**config.mk**
```make
export PLATFORM = sky130hd
export DESIGN_NAME = acc_field_extract
export DESIGN_NICKNAME = d
export VERILOG_FILES = /design/src/rtl/afx_pkg.sv /design/src/rtl/afx_bound.sv /design/src/rtl/afx_field.sv /design/src/rtl/afx_ptr_reg.sv /design/src/rtl/acc_field_extract.sv
export SDC_FILE = /design/constraint.sdc
export NUM_CORES = 1
export LEC_CHECK = 0
export BUFFER_PORTS_ARGS = -buffer_cell sky130_fd_sc_hd__buf_2
export CORE_AREA = 3 3 107 109
export CTS_CLUSTER_SIZE = 16
export DETAILED_ROUTE_END_ITERATION = 12
export DIE_AREA = 0 0 110 112
export HOLD_SLACK_MARGIN = 0.1
export PLACE_DENSITY = 0.79
export SYNTH_ARGS = -nofsm -noshare
export SYNTH_HDL_FRONTEND = slang
export SYNTH_SLANG_ARGS = --single-unit
```
**constraint.sdc**
```tcl
create_clock -name clk -period 5.4 [get_ports clk]
set_clock_uncertainty 0.15 [all_clocks]
set_input_delay 0.27 -clock clk [delete_from_list [all_inputs] [get_ports clk]]
set_output_delay 0.27 -clock clk [all_outputs]
set_load 0.02 [all_outputs]
```
**src/rtl/afx_pkg.sv**
```systemverilog
package afx_pkg;
   localparam int unsigned AFX_ACC_W  = 64;
   localparam int unsigned AFX_SIZE_W = 5;

   typedef struct packed {
      logic       ok;
      logic [5:0] lo;
      logic [5:0] next_ptr;
   } afx_bound_t;
endpackage

```
**src/rtl/afx_bound.sv**
```systemverilog
module afx_bound #(
   parameter int unsigned PTR_W  = 6,
   parameter int unsigned SIZE_W = 5
) (
   input  logic [PTR_W-1:0]  ptr,
   input  logic [SIZE_W-1:0] size,
   output logic              ok,
   output logic [PTR_W-1:0]  lo,
   output logic [PTR_W-1:0]  next_ptr
);
   localparam logic [PTR_W-1:0] TOP_IDX = {PTR_W{1'b1}};

   logic [PTR_W-1:0] size_x;
   logic             exhausts;

   generate
      if (SIZE_W > PTR_W) begin : g_bad_width
         $error("afx_bound: SIZE_W must not exceed PTR_W");
      end
   endgenerate

   assign size_x   = PTR_W'(size);
   assign ok       = (size_x <= ptr);
   assign lo       = ptr - size_x;
   assign exhausts = (size_x == ptr);

   always_comb begin
      if (exhausts) next_ptr = TOP_IDX;
      else          next_ptr = lo - PTR_W'(1);
   end
endmodule

```
**src/rtl/afx_field.sv**
```systemverilog
module afx_field #(
   parameter int unsigned ACC_W  = 64,
   parameter int unsigned PTR_W  = 6,
   parameter int unsigned SIZE_W = 5,
   parameter int unsigned RES_W  = 32
) (
   input  logic [ACC_W-1:0]  acc,
   input  logic [PTR_W-1:0]  lo,
   input  logic [SIZE_W-1:0] size,
   output logic [RES_W-1:0]  field
);
   logic [ACC_W-1:0] shifted;

   generate
      if (RES_W != (1 << SIZE_W)) begin : g_bad_res
         $error("afx_field: RES_W must equal 2**SIZE_W");
      end
      if (RES_W > ACC_W) begin : g_bad_acc
         $error("afx_field: RES_W must not exceed ACC_W");
      end
   endgenerate

   assign shifted = acc >> lo;

   genvar gi;
   generate
      for (gi = 0; gi < RES_W; gi++) begin : g_mask
         assign field[gi] = shifted[gi] & (SIZE_W'(gi) <= size);
      end
   endgenerate
endmodule

```
**src/rtl/afx_ptr_reg.sv**
```systemverilog
module afx_ptr_reg #(
   parameter int unsigned PTR_W = 6
) (
   input  logic             clk,
   input  logic             rst_n,
   input  logic             wr_en,
   input  logic [PTR_W-1:0] wr_data,
   input  logic             adv_en,
   input  logic [PTR_W-1:0] adv_val,
   output logic [PTR_W-1:0] ptr_q
);
   always_ff @(posedge clk or negedge rst_n) begin
      if (!rst_n)      ptr_q <= '0;
      else if (wr_en)  ptr_q <= wr_data;
      else if (adv_en) ptr_q <= adv_val;
   end

   // load wins
   a_r8_load_wins: assert property (@(posedge clk) disable iff (!rst_n)
      $past(wr_en) |-> ptr_q == $past(wr_data));

   // no write and no advance keeps the pointer
   a_r7_ptr_hold: assert property (@(posedge clk) disable iff (!rst_n)
      $past(!wr_en && !adv_en) |-> $stable(ptr_q));
endmodule

```
**src/rtl/acc_field_extract.sv**
```systemverilog
module acc_field_extract #(
   parameter int unsigned ACC_W  = afx_pkg::AFX_ACC_W,
   parameter int unsigned SIZE_W = afx_pkg::AFX_SIZE_W,
   parameter int unsigned PTR_W  = $clog2(ACC_W),
   parameter int unsigned RES_W  = 1 << SIZE_W
) (
   input  logic              clk,
   input  logic              rst_n,
   input  logic              ptr_we,
   input  logic [PTR_W-1:0]  ptr_wdata,
   input  logic              req,
   input  logic [SIZE_W-1:0] size,
   input  logic              adv_mode,
   input  logic [ACC_W-1:0]  acc,
   output logic [RES_W-1:0]  result,
   output logic [PTR_W-1:0]  ptr,
   output logic              fail
);
   generate
      if (ACC_W != (1 << PTR_W)) begin : g_bad_acc
         $error("acc_field_extract: ACC_W must equal 2**PTR_W");
      end
   endgenerate

   logic             ok;
   logic [PTR_W-1:0] lo;
   logic [PTR_W-1:0] next_ptr;
   logic [RES_W-1:0] field;
   logic             adv_en;

   afx_bound #(.PTR_W(PTR_W), .SIZE_W(SIZE_W)) u_bound (
      .ptr(ptr), .size(size), .ok(ok), .lo(lo), .next_ptr(next_ptr)
   );

   afx_field #(.ACC_W(ACC_W), .PTR_W(PTR_W), .SIZE_W(SIZE_W), .RES_W(RES_W)) u_field (
      .acc(acc), .lo(lo), .size(size), .field(field)
   );

   assign adv_en = req && adv_mode && ok;

   afx_ptr_reg #(.PTR_W(PTR_W)) u_ptr (
      .clk(clk), .rst_n(rst_n), .wr_en(ptr_we), .wr_data(ptr_wdata),
      .adv_en(adv_en), .adv_val(next_ptr), .ptr_q(ptr)
   );

   always_ff @(posedge clk or negedge rst_n) begin
      if (!rst_n) begin
         result <= '0;
         fail   <= 1'b0;
      end else if (req) begin
         result <= ok ? field : '0;
         fail   <= !ok;
      end
   end

   // short request gives zero and failure
   a_r4_fail_zero: assert property (@(posedge clk) disable iff (!rst_n)
      ($past(req) && (PTR_W'($past(size)) > $past(ptr))) |-> (fail && result == '0));

   // valid request clears failure
   a_r3_clear: assert property (@(posedge clk) disable iff (!rst_n)
      ($past(req) && (PTR_W'($past(size)) <= $past(ptr))) |-> !fail);

   // exact exhaustion wraps to the top index
   a_r6_wrap: assert property (@(posedge clk) disable iff (!rst_n)
      ($past(req && adv_mode && !ptr_we) && (PTR_W'($past(size)) == $past(ptr)))
      |-> ptr == {PTR_W{1'b1}});

   // idle cycles hold the outputs
   a_r9_hold: assert property (@(posedge clk) disable iff (!rst_n)
      !$past(req) |-> ($stable(result) && $stable(fail)));
endmodule

```
## Word-level counts from Yosys, hierarchy flattened

Cells that the tools add are included.

- Bits in registers: 39
- Bits of input ports: 80
- Output and inout bits: 39
- Word-level logic and storage cells: 80

- Add/subtract/negate cells: 2
- Magnitude comparators: 33
- Equality and inequality tests: 1
- Shift-type cells: 1
- Muxes and demuxes: 4
- Bitwise operators: 32
- Reductions and logical operators: 4

Operators by type and width:

| cell | count |
|---|---|
| less-or-equal comparator 5 bit, first input constant | 16 |
| >> shifter 64 x 6 -> 32 bit | 1 |
| less-or-equal comparator 4 x 5 -> 1 bit, first input constant | 8 |
| bitwise AND 1 bit | 32 |
| two-way mux 32 bit | 1 |
| less-or-equal comparator 3 x 5 -> 1 bit, first input constant | 4 |
| two-way mux 6 bit | 3 |
| less-or-equal comparator 1 x 5 -> 1 bit, first input constant | 2 |
| less-or-equal comparator 2 x 5 -> 1 bit, first input constant | 2 |
| == test 5 x 6 -> 1 bit | 1 |
| less-or-equal comparator 5 x 6 -> 1 bit | 1 |
| subtractor 6 x 1 -> 6 bit, second input constant | 1 |
| subtractor 6 x 5 -> 6 bit | 1 |
| logical AND 1 bit | 2 |
| nonzero test 2 bit | 1 |
| logical NOT 1 bit | 1 |

## Logic depth before layout (Yosys ltp)

- Depth in word-level cells: 5
- Mapped depth: 14
- Depth with buffers taken out: 11

## Modules after synthesis

From an unflattened synthesis, not the netlist that was laid out.

- Cells, all modules: 766
- Area, all modules: 7288.2 sq um

By module, submodules not included:

| module | times used | cells each | area each (sq um) | sequential area each (sq um) |
|---|---|---|---|---|
| afx_field | 1 | 542 | 5238.8 | 0.0 |
| acc_field_extract | 1 | 143 | 1372.6 | 825.8 |
| afx_bound | 1 | 55 | 397.9 | 0.0 |
| afx_ptr_reg | 1 | 26 | 279.0 | 150.1 |

## Worst setup path after synthesis

OpenSTA, ideal clock, no wires.

- Kind: register to register
- From: reg u_ptr.ptr_q[0]
- To: reg result[4]
- Setup time: 0.142 ns
- Arrival: 3.025 ns
- Data required time: 5.108 ns
- Slack: 2.084 ns
- Stages on the path, launching flop included: 13
- Buffers on the path: 2
- Period minus slack after synthesis: 3.316 ns
- Cells stage by stage: dfrtp_1 > inv_1 > ha_1 > inv_1 > fa_1 > inv_1 > buf_1 > buf_1 > mux2i_1 > inv_2 > mux4_2 > mux2i_1 > o32ai_1

- Longest elaborated chain between the ends: 4
- Elaborated cells between the ends (all ways): 5
- Classes of those cells: 1 x add/sub; 1 x order compare; 1 x shift; 1 x mux; 1 x bitwise

Ends and longest elaborated chain:

| element | line | text |
|---|---|---|
| start: declaration | afx_ptr_reg.sv:10 | `output logic [PTR_W-1:0] ptr_q` |
| start signal: assignment | afx_ptr_reg.sv:14 | `else if (wr_en) ptr_q <= wr_data;` |
| start signal: assignment | afx_ptr_reg.sv:15 | `else if (adv_en) ptr_q <= adv_val;` |
| subtractor 6 x 5 -> 6 bit | afx_bound.sv:24 | `assign lo = ptr - size_x;` |
| >> shifter 64 x 6 -> 32 bit | afx_field.sv:23 | `assign shifted = acc >> lo;` |
| bitwise AND 1 bit | afx_field.sv:28 | `assign field[gi] = shifted[gi] & (SIZE_W'(gi) <= size);` |
| two-way mux 32 bit (*) | acc_field_extract.sv:51 | `result <= ok ? field : '0;` |
| end signal: assignment | acc_field_extract.sv:51 |  |
| end: declaration | acc_field_extract.sv:15 | `output logic [RES_W-1:0] result,` |

Mark *: on every way between the ends. The rest lies on a longest branch, timed or not.
A chain may end at the register's enable or synchronous reset.

## Worst setup path in the final report

- From: reg u_ptr.ptr_q[0]
- To: reg result[15]

Same word-level chain as after synthesis.

==> flow_summary.ini <==
[power]
finalPower_mw = 3.02
vdd_ir_drop_max_mv = 0.354
p_switching_mw = 1.64
power.share.clock_pct = 8.5
p_sw_share_pct = 54.4
p_int_mw = 1.37
p_seq_share_pct = 14.1
leakagePower_nw = 3.10
combPwrFrac_pct = 77.4
p_per_area_nw_per_um2 = 453

[setup_path]
r2r_setup_slack_ns = 1.18
r2r-start = u_ptr.ptr_q[0]
max_stage_delay_ns = 0.88
path_buf_inv = 2
critPathSlowestCell = xnor2_4
cp.required_ns = 5.44
critPathKind = reg2reg
arrival_ns = 4.27
critPathMaxFanout = 30
cp.depth = 10
crit_family = compound AO/OA/AOI/OAI gates
cp-start-kind = flop
timing.rr.end = result[15]
ff2ff_path_depth = 10
path_cells = inv_1 -> ha_4 -> inv_1 -> fa_1 -> xnor2_4 -> o21ai_0 -> o21ai_0 -> mux4_2 -> nor2_1 -> o41ai_1
end_kind = flop

[drt]
totalWireLength_um = 23200
detail_route.first_pass.iterations = 7
ant_nets = 0
highest_layer = met4
drt-met1-wl_um = 9000
drt_iter0_markers = 773
detail_route.wl_per_cell_um = 25.0
vias = 6521
wl_met3_um = 2200
routed_via_density = 7.02
route.detailed.drc = 0
dr_wl_met2_um = 11000

[finish]
nFillCells = 974
seq_area_sq_um = 976
final_core_util_pct = 62.2
syn2layout_area_growth_pct = 14.4
antenna_cells = 0
drive_above_1_share_pct = 26.7
multi_input_area_sq_um = 4500
fin_nets = 875
layout_commonest_cell = buf_2
layout_common_cells = buf_2 (118), mux2i_1 (117), nand2_1 (84)

[grt]
grt_use_total_pct = 37.4
grt_max_degree = 60
overflow = 0
grt_pass1_wl_um = 35600
antenna_found_initial = 0
grt_pass1_vias = 6399

[logic_synthesis]
synth_edf_count = 0
ys_warn_count = 0
syn_area_sq_um = 5820
ys.flop_type = dfrtp_1
synth-async-reset-ratio_pct = 100
yosysSeqAreaShare_pct = 16.8
synth_fp_nets = 788
synthCells = 701
ys_ff_latch = 39
synth.avg_cell_area_sq_um = 8.30
yosys.cell_types.count = 65

[clock_network]
cts_tree = built
clk_latency_ns = 0.30
cts_max_level = 2
cts_setup_buffers = 0
clock_sinks = 39
cts_inserted_buffers = 5
cts_buffer_depth = 2
cts_root_buf = clkbuf_8
clk_pin_slew_ns = 0.09

[run_status]
run_status = completed

[timing]
slew_headroom_pct = 31.3
hold_viol = 0
layout_setup_ws_ns = 1.18
rsz0062_at_grt = no
setup-violations-final = 0
drv_slew = 0
fin_tns_setup_ns = 0
post-route-min-period_ns = 4.22
finalCritPeriodShare_pct = 78.2
fmax_mhz = 237
worstMarginPinSlew_ns = 1.03

[worst_hold_path]
hold_class = in2reg
whs_endpoint = u_ptr.ptr_q[0]
hold_depth = 2
min-delay-start = ptr_we

[floorplanning]
core_area_sq_um = 10700
io_pins = 119
rows = 38
die_area_sq_um = 12300
die_w_um = 110
start_util_pct = 54.4
fp.dieH_um = 112

[place]
numPortBuffers = 118
place_ws_ns = 1.23
post-dp-hpwl_um = 17900
place_congestion = 1.03

[run]
cap_violations = 0
-- worst reg2reg max path, cell delays in order, from the launching register on --
cell and delay (ns):
dfrtp_1 0.40, inv_1 0.10, ha_4 0.13, inv_1 0.05, fa_1 0.55, xnor2_4 0.89
o21ai_0 0.37, o21ai_0 0.67, mux4_2 0.43, nor2_1 0.06, o41ai_1 0.32
-- area by class of cell --
type / count / area share, %
clock inverter: 3 / 0.658
inverter: 19 / 1.07
multi-input combinational: 577 / 67.6
timing repair buffer: 146 / 12.3
clock buffer: 5 / 1.03
tap: 140 / 2.63
sequential: 39 / 14.7
-- sequential cells by signal, indices dropped and copies added, names as in the netlist --
| signal | cells |
|---|---|
| fail | 1 |
| result | 32 |
| u_ptr.ptr_q | 6 |
-- power by group through the flow --
stage	Sequential (mW)	Combinational, mW	Clock, mW
2_1_floorplan	0.506	1.48	0
3_3_place_gp	0.427	2.24	0
3_5_place_dp	0.426	2.25	0
4_1_cts	0.422	2.27	0.257
5_1_grt	0.432	2.45	0.270
6_report	0.425	2.34	0.255
-- synth_stat cells, types with 4 or more instances --
library cell	number	area [sq um]
mux2i_1	117	1170
nand2_1	85	319
dfrtp_1	39	976
nor2_1	38	143
clkbuf_1	33	124
o21ai_0	33	165
a21oi_1	30	150
mux2_2	26	293
nand3_1	22	110
mux4_2	20	450
nor3_1	18	90.1
inv_1	17	63.8
buf_2	15	75.1
o211ai_1	12	90.1
and3_1	11	68.8
o2111ai_1	9	78.8
o41ai_1	9	78.8
a211oi_1	8	60.1
o31ai_1	8	60.1
a221o_1	7	70.1
and2_1	7	43.8
buf_1	7	26.3
buf_4	7	52.6
mux2_1	7	78.8
nand4_1	7	43.8
o21a_1	7	52.6
o21ai_1	7	35.0
o2bb2ai_1	7	61.3
a221oi_1	6	52.6
a31oi_1	6	37.5
ha_1	6	75.1
nor4_1	6	37.5
o22ai_1	6	37.5
o32ai_1	6	52.6
xnor2_1	6	52.6
buf_6	4	45.0
-- kinds of logic (layout without fill, tap and decap cells) --
logic type,after synthesis,after routing,share of synthesized area [%]
multiplexers,170,170,34.3
flip-flops,39,39,16.8
buffers and inverters,85,173,6.77
AND/OR/NAND/NOR,203,203,15.9
XOR/XNOR,9,9,1.61
adder cells (fa/ha/maj),7,7,1.63
AO/OA/AOI/OAI,188,188,23.1
-- layer usage --
layer	vias up	GRT usage, %
met1	3155	50.0
met5	-	0
met3	78	7.07
met2	430	60.2
li1	2858	-
met4	0	13.1
-- worst max-delay path by stage --
stage | start | slack (ns) | endpoint
final | u_ptr.ptr_q[0] | 1.18 | result[15]
after global routing | u_ptr.ptr_q[0] | 0.99 | result[15]
after floorplan | u_ptr.ptr_q[0] | 2.08 | result[4]
after CTS | u_ptr.ptr_q[0] | 1.26 | result[15]
after global placement | size[1] | 1.34 | result[15]
after detailed placement | size[1] | 1.23 | result[15]
-- per-stage QoR --
| step | hold slack (ns) | cell area [sq um] | cells |
|---|---|---|---|
| CTS | 0.158 | 6660 | 929 |
| global route | 0.193 | 6660 | 929 |
| floorplan | -0.176 | 5820 | 701 |
| global placement | 0.279 | 6470 | 914 |
| detailed placement | 0.295 | 6470 | 914 |
| finish | 0.170 | 6660 | 929 |
-- timing repair --
| action | 4_1_cts | 5_1_grt |
|---|---|---|
| hold buffers | 7 | 0 |
| hold endpoints to repair | 45 | 0 |
| gates resized for setup | 0 | 0 |
Note: power is estimated with default switching activity, not from simulation.
